--- src/rtl/sdr_cmd_pkg.sv ---
package sdr_cmd_pkg;
  typedef enum logic [2:0] {
    CMD_NONE = 3'd0,
    CMD_ACT  = 3'd1,
    CMD_RD   = 3'd2,
    CMD_WR   = 3'd3,
    CMD_PRE  = 3'd4,
    CMD_MRS  = 3'd5,
    CMD_EMRS = 3'd6
  } cmd_e;

  localparam int STB_W = 6;  // strobe bit i <=> cmd_e value i+1
endpackage

--- src/rtl/sdr_cmd_decode.sv ---
module sdr_cmd_decode
  import sdr_cmd_pkg::*;
#(
  parameter int BA_W = 2
) (
  input  logic            cs_n,
  input  logic            ras_n,
  input  logic            cas_n,
  input  logic            we_n,
  input  logic [BA_W-1:0] ba,
  output cmd_e            cmd
);
  localparam logic [BA_W-1:0] EXT_SEL = BA_W'(2);

  always_comb begin
    cmd = CMD_NONE;
    if (!cs_n) begin
      unique case ({ras_n, cas_n, we_n})
        3'b011:  cmd = CMD_ACT;
        3'b101:  cmd = CMD_RD;
        3'b100:  cmd = CMD_WR;
        3'b010:  cmd = CMD_PRE;
        3'b000:  cmd = (ba == EXT_SEL) ? CMD_EMRS : CMD_MRS;
        default: cmd = CMD_NONE;
      endcase
    end
  end
endmodule

--- src/rtl/sdr_bank_track.sv ---
module sdr_bank_track #(
  parameter int NUM_BANKS = 4,
  localparam int BA_W = $clog2(NUM_BANKS)
) (
  input  logic                 clk,
  input  logic                 rst_n,
  input  logic                 act,
  input  logic                 pre,
  input  logic [BA_W-1:0]      ba,
  output logic [NUM_BANKS-1:0] open_q,
  output logic                 idle_next
);
  logic [NUM_BANKS-1:0] open_d;

  for (genvar b = 0; b < NUM_BANKS; b++) begin : g_bank
    always_comb begin
      open_d[b] = open_q[b];
      if (act && ba == BA_W'(b)) open_d[b] = 1'b1;
      if (pre && ba == BA_W'(b)) open_d[b] = 1'b0;
    end
  end

  assign idle_next = (open_d == '0);

  always_ff @(posedge clk or negedge rst_n) begin
    if (!rst_n) open_q <= '0;
    else        open_q <= open_d;
  end
endmodule

--- src/rtl/sdr_dqm_pipe.sv ---
module sdr_dqm_pipe #(
  parameter int RD_LAT = 2
) (
  input  logic clk,
  input  logic rst_n,
  input  logic en,
  input  logic dqm,
  output logic wr_mask,
  output logic rd_mask
);
  logic [RD_LAT:0] stage_q;

  always_ff @(posedge clk or negedge rst_n) begin
    if (!rst_n)  stage_q[0] <= 1'b0;
    else if (en) stage_q[0] <= dqm;
  end

  for (genvar s = 1; s <= RD_LAT; s++) begin : g_stage
    always_ff @(posedge clk or negedge rst_n) begin
      if (!rst_n)  stage_q[s] <= 1'b0;
      else if (en) stage_q[s] <= stage_q[s-1];
    end
  end

  assign wr_mask = stage_q[0];
  assign rd_mask = stage_q[RD_LAT];
endmodule

--- src/rtl/sdr_cmd_front.sv ---
module sdr_cmd_front
  import sdr_cmd_pkg::*;
#(
  parameter int NUM_BANKS = 4,
  parameter int ADDR_W    = 13,
  parameter int ROW_W     = 13,
  parameter int COL_W     = 9,
  parameter int RD_LAT    = 2,
  localparam int BA_W     = $clog2(NUM_BANKS)
) (
  input  logic                 clk,
  input  logic                 rst_n,
  input  logic                 cke_i,
  input  logic                 cs_n_i,
  input  logic                 ras_n_i,
  input  logic                 cas_n_i,
  input  logic                 we_n_i,
  input  logic [BA_W-1:0]      ba_i,
  input  logic [ADDR_W-1:0]    addr_i,
  input  logic                 dqm_i,
  output logic [STB_W-1:0]     cmd_o,
  output logic [BA_W-1:0]      bank_o,
  output logic [ROW_W-1:0]     row_o,
  output logic [COL_W-1:0]     col_o,
  output logic [ADDR_W-1:0]    mode_o,
  output logic [NUM_BANKS-1:0] banks_open_o,
  output logic                 all_idle_o,
  output logic                 suspended_o,
  output logic                 power_down_o,
  output logic                 wr_mask_o,
  output logic                 rd_mask_o
);
  cmd_e             dec;
  logic             accept;
  logic             idle_next;
  logic [STB_W-1:0] stb_d;

  // an edge is honoured if CKE is high now or was high at the previous edge
  assign accept = cke_i | ~suspended_o;

  sdr_cmd_decode #(.BA_W(BA_W)) i_decode (
    .cs_n (cs_n_i),
    .ras_n(ras_n_i),
    .cas_n(cas_n_i),
    .we_n (we_n_i),
    .ba   (ba_i),
    .cmd  (dec)
  );

  for (genvar i = 0; i < STB_W; i++) begin : g_stb
    assign stb_d[i] = accept && (dec == cmd_e'(i + 1));
  end

  sdr_bank_track #(.NUM_BANKS(NUM_BANKS)) i_banks (
    .clk      (clk),
    .rst_n    (rst_n),
    .act      (stb_d[0]),
    .pre      (stb_d[3]),
    .ba       (ba_i),
    .open_q   (banks_open_o),
    .idle_next(idle_next)
  );

  sdr_dqm_pipe #(.RD_LAT(RD_LAT)) i_dqm (
    .clk    (clk),
    .rst_n  (rst_n),
    .en     (accept),
    .dqm    (dqm_i),
    .wr_mask(wr_mask_o),
    .rd_mask(rd_mask_o)
  );

  assign all_idle_o = (banks_open_o == '0);

  always_ff @(posedge clk or negedge rst_n) begin
    if (!rst_n) begin
      cmd_o        <= '0;
      bank_o       <= '0;
      row_o        <= '0;
      col_o        <= '0;
      mode_o       <= '0;
      suspended_o  <= 1'b0;
      power_down_o <= 1'b0;
    end else begin
      cmd_o       <= stb_d;
      suspended_o <= ~cke_i;
      if (cke_i)       power_down_o <= 1'b0;
      else if (accept) power_down_o <= idle_next;
      if (stb_d[0]) begin
        bank_o <= ba_i;
        row_o  <= addr_i[ROW_W-1:0];
      end
      if (stb_d[1] || stb_d[2]) begin
        bank_o <= ba_i;
        col_o  <= addr_i[COL_W-1:0];
      end
      if (stb_d[3]) bank_o <= ba_i;
      if (stb_d[4] || stb_d[5]) mode_o <= addr_i;
    end
  end
endmodule

--- config.mk ---
export PLATFORM = sky130hd
export DESIGN_NAME = sdr_cmd_front
export DESIGN_NICKNAME = d
export VERILOG_FILES = /design/src/rtl/sdr_cmd_pkg.sv /design/src/rtl/sdr_cmd_decode.sv /design/src/rtl/sdr_bank_track.sv /design/src/rtl/sdr_dqm_pipe.sv /design/src/rtl/sdr_cmd_front.sv
export SDC_FILE = /design/constraint.sdc
export NUM_CORES = 1
export LEC_CHECK = 0
export BUFFER_PORTS_ARGS = -buffer_cell sky130_fd_sc_hd__buf_4
export CAP_MARGIN = 10
export CORE_MARGIN = 2
export CORE_UTILIZATION = 30
export CTS_BUF_LIST = sky130_fd_sc_hd__clkbuf_8
export CTS_CLUSTER_DIAMETER = 60
export DETAILED_ROUTE_END_ITERATION = 10
export HOLD_SLACK_MARGIN = 0.03
export MAX_ROUTING_LAYER = met4
export PLACE_DENSITY = 0.52
export SYNTH_ARGS = -nofsm -noshare
export SYNTH_HDL_FRONTEND = slang
export SYNTH_SLANG_ARGS = --single-unit
--- constraint.sdc ---
create_clock -name clk -period 1.96 [get_ports clk]
set_clock_uncertainty 0.05 [all_clocks]
set_input_delay 0.196 -clock clk [delete_from_list [all_inputs] [get_ports clk]]
set_output_delay 0.196 -clock clk [all_outputs]
set_load 0.02 [all_outputs]
Yosys cells after proc, flatten, opt, wreduce, memory -nomap -nowiden --
Index checks and enable logic that the tools add are counted.
Storage, ports and cells: bits in registers 52, input port bits 23, output and inout port bits 52, word-level logic and storage cells 65
Operators by class: eq/ne operators 13, multiplexer cells 16, bitwise logic cells 3, reduce and logical (&&, ||, !) cells 22
Operator list (number):
- $eq 3x3->1 const B | 5
- $pmux 3 s5 | 1
- $logic_and 1x1->1 | 14
- $eq 3x2->1 const B | 4
- $mux 1 | 10
- $logic_not 4->1 | 2
- $mux 2 | 4
- $eq 2x2->1 const B | 2
- $eq 3x1->1 const B | 1
- $logic_not 3->1 | 1
- $mux 3 | 1
- $reduce_bool 3->1 | 1
- $eq 2x1->1 const B | 1
- $logic_not 2->1 | 1
- $logic_or 1x1->1 | 2
- $not 1->1 | 2
- $reduce_bool 2->1 | 1
- $or 1x1->1 | 1

Depth between registers and ports, before layout --
Gate-level depths: netlist (run 1).
depth after elaboration 12, gate-level depth with buffers 6, depth with buffers taken out 5

Modules after synthesis --
Synthesis (run 1) repeated with hierarchy kept, for this count alone.
Unflattened totals: cell total of the unflattened synthesis 143, area, all modules 2165.8 um^2
Modules (own cells, without submodules):
- sdr_cmd_front | instances 1, cells each 106, area each 1754.2 um^2, seq. area each 1126.1 um^2
- sdr_bank_track | instances 1, cells each 24, area each 239.0 um^2, seq. area each 100.1 um^2
- sdr_dqm_pipe | instances 1, cells each 6, area each 108.9 um^2, seq. area each 75.1 um^2
- sdr_cmd_decode | instances 1, cells each 7, area each 63.8 um^2, seq. area each 0.0 um^2

Least setup slack after synthesis (run 1) --
Ideal clock, no wire load.
path type register to register, start point register suspended_o, end point register power_down_o, library setup time 104 ps, arrival time 1597 ps, required time 1806 ps, slack 210 ps, stages on the path, launching flop included 6, path buffers 0, period minus slack after synthesis 1750 ps, cells stage by stage dfrtp_1 > nand2b_2 > nand2b_4 > nor4_2 > mux2_4 > o41ai_2
Between the ends: cells in the longest elaborated chain, start to end 9, elaborated cells on any way between the ends 24, those cells by class mux (10); bitwise (2); reduce/logical (12)
RTL lines:
- from (decl) | line sdr_cmd_front.sv:28 | output logic suspended_o,
- from (signal assigned) | line sdr_cmd_front.sv:86 | suspended_o <= ~cke_i;
- $not 1->1 * | line sdr_cmd_front.sv:39 | assign accept = cke_i | ~suspended_o;
- $or 1x1->1 * | line sdr_cmd_front.sv:39
- $logic_and 1x1->1 | line sdr_cmd_front.sv:51 | assign stb_d[i] = accept && (dec == cmd_e'(i + 1));
- $logic_and 1x1->1 | line sdr_bank_track.sv:18 | if (act && ba == BA_W'(b)) open_d[b] = 1'b1;
- $mux 1 | line sdr_bank_track.sv:18
- $mux 1 * | line sdr_bank_track.sv:19 | if (pre && ba == BA_W'(b)) open_d[b] = 1'b0;
- named net i_banks.open_d[2] | line sdr_bank_track.sv:13 | logic [NUM_BANKS-1:0] open_d;
- $logic_not 4->1 * | line sdr_bank_track.sv:23 | assign idle_next = (open_d == '0);
- $mux 1 * | line sdr_cmd_front.sv:88 | else if (accept) power_down_o <= idle_next;
- $mux 1 * | line sdr_cmd_front.sv:87 | if (cke_i) power_down_o <= 1'b0;
- to (signal assigned) | line sdr_cmd_front.sv:88
- to (decl) | line sdr_cmd_front.sv:29 | output logic power_down_o,
Mark *: on every way through the listed nets, which the timed path passes. The rest lies on a longest branch. The select of a mux whose other input is x is not followed. A chain may end at the register's enable or synchronous reset.

Worst setup path after layout (run 1) --
start point input port cke_i, end point register power_down_o
Between the ends: cells in the longest elaborated chain, start to end 8, elaborated cells on any way between the ends 23, those cells by class mux (10); bitwise (1); reduce/logical (12)
RTL lines:
- from (decl) | line sdr_cmd_front.sv:13 | input logic cke_i,
- $or 1x1->1 * | line sdr_cmd_front.sv:39
- $logic_and 1x1->1 | line sdr_cmd_front.sv:51
- $logic_and 1x1->1 | line sdr_bank_track.sv:18
- $mux 1 | line sdr_bank_track.sv:18
- $mux 1 * | line sdr_bank_track.sv:19
- named net i_banks.open_d[2] | line sdr_bank_track.sv:13
- $logic_not 4->1 * | line sdr_bank_track.sv:23
- $mux 1 * | line sdr_cmd_front.sv:88
- $mux 1 * | line sdr_cmd_front.sv:87
Marks and branches as above.

==> results.json, run 1 <==
{
  "rows": 31,
  "crit_slowest_cell": "dlygate4sd3_1",
  "die_h_um": 89.4,
  "combinationalPowerShare_pct": 30.4,
  "cp_slowest_stage_delay_ns": 0.53,
  "r2r_slack_ns": 0.23,
  "power_density_mw_per_mm2": 1020,
  "nets": 256,
  "cp_num_buf_inv": 2,
  "tightest_slew_ns": 0.658,
  "ys.flop_type": "dfrtp_1",
  "p_leak_nw": 1.45,
  "cts_made_buffers": 5,
  "p_int_w": 0.00211,
  "rsz0062_at_grt": "no",
  "clkPwrFrac_pct": 24.3,
  "fin_crit_sh_pct": 93.8,
  "outcome": "completed",
  "endpoint": "power_down_o",
  "required_ns": 2.12,
  "post-route-drc-count": 0,
  "clkTransAtPathRegs_ns": 0.09,
  "final_hold_viol_count": 0,
  "final_common_cell": "buf_4",
  "finalSetupViolCount": 0,
  "dpl.hpwl_um": 3340,
  "place_ws_ns": 0.179,
  "yosysSeqAreaShare_pct": 59.5,
  "yosys.area.top_type": "dfrtp_1",
  "cts.sinks": 52,
  "initial_core_util_pct": 30.6,
  "dieArea_sq_mm": 0.00799,
  "clk_path_buf_depth": 2,
  "grt_max_degree": 53,
  "r2r_cells": 6,
  "viasPerCell": 4.46,
  "drive_gt1_share_pct": 53.0,
  "worst_slack_ns": 0.122,
  "synthesis.instances": 154,
  "grt-ovfl-total": 0,
  "yosysTopAreaCellShare_pct": 59.5,
  "grt_pass1_vias": 1397,
  "relSlewSlack_pct": 56.2,
  "worst-path-stages": 7,
  "final_cell_mix": "77 x buf_4, 52 x dfrtp_1, 20 x mux2_2",
  "wire_per_inst_um": 14.1,
  "maxSlewViolCount": 0,
  "power.share.sequential_pct": 45.4,
  "r2r-end": "power_down_o",
  "coreArea_sq_mm": 0.00714,
  "wirelength_um": 4690,
  "h-tree-depth": 2,
  "cts_tree": "built",
  "synth_cell_type_count": 38,
  "vias": 1484,
  "syn_avg_cell_area_sq_um": 14.2,
  "syn_to_final_growth_pct": 36.2,
  "num_io_pins": 75,
  "crit_type": "input port to register",
  "swShare_pct": 30.7,
  "path_delay_family": "buffers and inverters",
  "asyncSetResetFlopFracSynth_pct": 100,
  "die_x_um": 89.4,
  "post_cts_buffers": 0,
  "vdd_ir_drop_max_mv": 0.361,
  "gp_congestion": 0.753,
  "tns_ns": 0,
  "setup.worst_path.end_class": "register",
  "ys_top_cells_by_area": "dfrtp_1 60%, mux2_2 10%, mux2_4 6.9%",
  "synth_edf_count": 0,
  "hold_path.class": "input port to register",
  "drtIter0Drc": 73,
  "r2r_start": "suspended_o",
  "diodes": 0,
  "path_common_cell": "nand2b_4",
  "drtPass1Iterations": 4,
  "track_usage_pct": 12.7,
  "ys_ff_latch": 52,
  "arrival_ns": 1.99,
  "fmax_mhz": 544,
  "antenna_left": 0,
  "syn-cell-area_sq_mm": 0.00219,
  "p_switching_w": 0.000934,
  "grt_pass1_wl_um": 7430,
  "crit_fanout": 7,
  "post-route-min-period_ns": 1.84,
  "drv_cap": 0,
  "clk-insertion-delay-late_ns": 0.30,
  "io_buffers": 74,
  "clockRootBuffer": "clkbuf_8",
  "crit_path_start_kind": "input port",
  "yosysWarnings": 0,
  "syn-num-nets": 177,
  "cp_cell_sequence": "dlygate4sd3_1, buf_4, nand2b_4, nand2b_4, nor4_4, mux2_4, o41ai_2",
  "setup.worst_path.start": "cke_i",
  "antenna_found_initial": 0
}
==> sequential cells by signal, summed over array words and instances, names as in the netlist <==
name and flops:
i_banks.open_q 4, i_dqm.stage_q 1, col_o 9, power_down_o 1
bank_o 2, suspended_o 1, i_dqm.wr_mask 1, mode_o 13
row_o 13, cmd_o 6, i_dqm.rd_mask 1
==> cell families (layout without fill, tap and decap cells) <==
logic type	Yosys count	in the layout	share of synthesized area [%]
simple gates	41	41	11.7
mux	38	38	21.3
xor+xnor	1	1	0.401
flops	52	52	59.5
compound gates	12	12	4.01
buf+inv	10	90	3.03
==> worst reg2reg max path, cell delays in order, from the launching register on <==
cell	delay (ns)
dfrtp_1	0.44
nor2b_1	0.19
buf_4	0.16
nor3b_2	0.18
nand3_1	0.10
a22o_1	0.23
o41ai_2	0.28
==> worst min path at each step <==
| stage | start | slack (ns) | cells after the start | to |
|---|---|---|---|---|
| final | dqm_i | 0.04 | 3 | i_dqm.wr_mask |
| after global routing | dqm_i | 0.04 | 3 | i_dqm.wr_mask |
| after CTS | dqm_i | 0.03 | 3 | i_dqm.wr_mask |
| after detailed placement | rst_n | 0.24 | 1 | mode_o[6] |
| after global placement | rst_n | 0.23 | 1 | mode_o[8] |
| after floorplan | rst_n | -0.15 | 0 | bank_o[0] |
==> cell type report <==
class,count,area [sq um]
inverter,3,11.3
timing repair buffer,79,598
multi-input combinational,92,832
sequential,52,1300
tap,99,124
fill,709,4160
clock buffer,5,68.8
clock inverter,3,42.5
==> per-layer routing <==
metal	wire length [um]	up-vias	global-route usage, %
met2	2310	42	19.1
met5	0	-	-
met3	186	6	2.59
li1	-	694	-
met4	75	0	4.61
met1	2110	742	16.9
==> cell usage after synthesis (all sizes together), types with 2 or more instances <==
master  count
nor3b       2
inv         3
mux2       38
nor3        3
nor4        3
nor2b       2
nor2        6
nand3       2
a21oi       3
dfrtp      52
buf         6
nand2      16
o21ai       3
nand2b      3
==> power groups by stage <==
stage / Clock, W / Sequential [W] / Combinational, W
after floorplan: 0 / 0.00164 / 0.000252
after global placement: 0 / 0.00140 / 0.000928
after detailed placement: 0 / 0.00140 / 0.000929
after CTS: 0.000771 / 0.00138 / 0.000934
after global routing: 0.000811 / 0.00141 / 0.000983
final: 0.000738 / 0.00138 / 0.000923
==> metrics by stage <==
step | total power, W | cell area (sq um) | cells | hold WS [ns] | utilization, %
after floorplan | 0.00189 | 2190 | 154 | -0.150 | -
after global placement | 0.00233 | 2830 | 323 | 0.234 | 39.7
after detailed placement | 0.00233 | 2830 | 323 | 0.238 | 39.7
after CTS | 0.00309 | 2960 | 333 | 0.0321 | 41.5
after global routing | 0.00320 | 2980 | 333 | 0.0435 | 41.7
final | 0.00304 | 2980 | 333 | 0.0432 | 41.7
==> timing repair <==
action | 4_1_cts | 5_1_grt
endpoints found under the setup margin | 0 | 1
endpoints found under the hold margin | 53 | 0
resized for setup | 0 | 2
hold buffers | 2 | 0
(Power assumes the default switching activity.)
==> inputs of run 2 (changes only) <==
--- a/config.mk
+++ b/config.mk
@@ -5,16 +5,16 @@
 export SDC_FILE = /design/constraint.sdc
 export NUM_CORES = 1
 export LEC_CHECK = 0
-export BUFFER_PORTS_ARGS = -buffer_cell sky130_fd_sc_hd__buf_4
 export CAP_MARGIN = 10
 export CORE_MARGIN = 2
 export CORE_UTILIZATION = 30
 export CTS_BUF_LIST = sky130_fd_sc_hd__clkbuf_8
 export CTS_CLUSTER_DIAMETER = 60
 export DETAILED_ROUTE_END_ITERATION = 10
+export DONT_BUFFER_PORTS = 1
 export HOLD_SLACK_MARGIN = 0.03
 export MAX_ROUTING_LAYER = met4
-export PLACE_DENSITY = 0.52
+export PLACE_DENSITY = 0.44
 export SYNTH_ARGS = -nofsm -noshare
 export SYNTH_HDL_FRONTEND = slang
 export SYNTH_SLANG_ARGS = --single-unit
==> results.json, run 2 (synthesis results as in run 1) <==
{
  "min_to": "power_down_o",
  "grt_pass1_vias": 1410,
  "clkPwrFrac_pct": 23.7,
  "final_hold_viol_count": 0,
  "post-route-drc-count": 0,
  "cts_made_buffers": 5,
  "clk_path_buf_depth": 2,
  "cp_cell_sequence": "nand2b_2, nand2b_4, nor4_2, mux2_4, o41ai_2",
  "drive_gt1_share_pct": 29.7,
  "syn_to_final_growth_pct": 21.2,
  "h-tree-depth": 2,
  "cts.sinks": 52,
  "drtPass1Iterations": 4,
  "antenna_found_initial": 0,
  "nets": 207,
  "r2r-end": "power_down_o",
  "final_cell_area_sq_mm": 0.00265,
  "gp_congestion": 0.797,
  "drv_cap": 0,
  "outcome": "completed",
  "tightest_slew_ns": 0.327,
  "rows": 31,
  "initial_core_util_pct": 30.6,
  "hold_path.class": "input port to register",
  "tns_ns": 0,
  "relSlewSlack_pct": 78.1,
  "crit_type": "register to register",
  "io_buffers": 0,
  "coreArea_sq_mm": 0.00714,
  "reg_top3": "mode_o: 13 flops, row_o: 13 flops, col_o: 9 flops",
  "arrival_ns": 1.93,
  "finalSetupViolCount": 0,
  "fmax_mhz": 561,
  "fin_crit_sh_pct": 90.9,
  "setup.worst_path.end_class": "register",
  "antenna_left": 0,
  "power_density_mw_per_mm2": 994,
  "r2r_cells": 5,
  "cts_tree": "built",
  "cp_num_buf_inv": 0,
  "track_usage_pct": 13.0,
  "r2r_start": "suspended_o",
  "required_ns": 2.11,
  "viasPerCell": 4.66,
  "cts.repair.resized": 0,
  "post-route-min-period_ns": 1.78,
  "r2r_slack_ns": 0.18,
  "p_leak_nw": 1.18,
  "clkTransAtPathRegs_ns": 0.09,
  "maxSlewViolCount": 0,
  "vias": 1323,
  "clk-insertion-delay-late_ns": 0.30,
  "num_io_pins": 75,
  "whs_path_depth": 3,
  "wirelength_um": 4730,
  "diodes": 0,
  "vdd_ir_drop_max_mv": 0.405,
  "combinationalPowerShare_pct": 12.9,
  "fillers": 722,
  "grt-ovfl-total": 0,
  "post_cts_buffers": 0,
  "path_delay_family": "simple AND/OR/NAND/NOR gates",
  "dieArea_sq_mm": 0.00799,
  "grt_max_degree": 53,
  "die_h_um": 89.4,
  "crit_fanout": 7,
  "final_cell_mix": "52 x dfrtp_1, 22 x dlygate4sd3_1, 20 x mux2_2",
  "p_int_w": 0.00177,
  "crit_slowest_cell": "dfrtp_1",
  "clockRootBuffer": "clkbuf_8",
  "p_switching_w": 0.000863,
  "cp_slowest_stage_delay_ns": 0.42,
  "crit_path_start_kind": "register",
  "final_common_cell": "dfrtp_1",
  "grt_pass1_wl_um": 7450,
  "drtIter0Drc": 43,
  "swShare_pct": 32.8,
  "holdWs_ns": 0.0625,
  "die_x_um": 89.4,
  "place_area_sq_mm": 0.00231,
  "wire_per_inst_um": 16.7,
  "dpl.hpwl_um": 3310,
  "rsz0062_at_grt": "no",
  "power.share.sequential_pct": 63.4,
  "min_from": "ba_i[1]"
}
==> run 2: final cells by class <==
class                      count  area, sq um  area share [%]
sequential                    52         1300            49.1
multi-input combinational     92          818            30.9
timing repair buffer          30          300            11.3
tap                           99          124            4.68
clock buffer                   6         82.6            3.12
clock inverter                 2         11.3           0.425
inverter                       3         11.3           0.425
==> run 2: how the worst max path moves through the flow <==
| stage | start | cells past startpoint | slack (ns) | endpoint |
|---|---|---|---|---|
| 3_5_place_dp | suspended_o | 5 | 0.18 | power_down_o |
| 2_1_floorplan | suspended_o | 5 | 0.21 | power_down_o |
| 6_report | suspended_o | 5 | 0.18 | power_down_o |
| 4_1_cts | suspended_o | 5 | 0.16 | power_down_o |
| 3_3_place_gp | suspended_o | 5 | 0.25 | power_down_o |
| 5_1_grt | suspended_o | 5 | 0.03 | power_down_o |
==> run 2: power by group through the flow <==
stage | registers, W | logic [W] | clock network (W)
after detailed placement | 0.00169 | 0.000277 | 0
final | 0.00167 | 0.000339 | 0.000625
after global placement | 0.00169 | 0.000264 | 0
after floorplan | 0.00164 | 0.000252 | 0
after CTS | 0.00167 | 0.000345 | 0.000660
after global routing | 0.00170 | 0.000376 | 0.000715
==> run 2: through the flow <==
step / cells / total power [W] / setup slack [ns] / utilization, %
2_1_floorplan: 154 / 0.00189 / 0.210 / -
3_3_place_gp: 253 / 0.00195 / 0.252 / 32.3
3_5_place_dp: 253 / 0.00197 / 0.184 / 32.3
4_1_cts: 284 / 0.00268 / 0.163 / 37.1
5_1_grt: 284 / 0.00279 / 0.0298 / 37.1
6_report: 284 / 0.00263 / 0.179 / 37.1
==> run 2: metal layers <==
| metal | up-vias | share of wire, % | global-route usage (%) |
|---|---|---|---|
| li1 | 592 | - | - |
| met1 | 674 | 44 | 16.5 |
| met2 | 50 | 48 | 19.2 |
| met3 | 7 | 6.7 | 4.52 |
| met4 | 0 | 1.3 | 4.48 |
| met5 | - | 0 | - |
==> run 2: tightest hold or removal path, cell delays in order <==
cell and delay, ns:
a311oi_1 0.06, nand2_1 0.07, o41ai_2 0.06
==> run 2: timing repair <==
item | 4_1_cts | 5_1_grt
setup endpoints to repair | 0 | 0
hold buffers | 23 | 0
endpoints found under the hold margin | 96 | 0
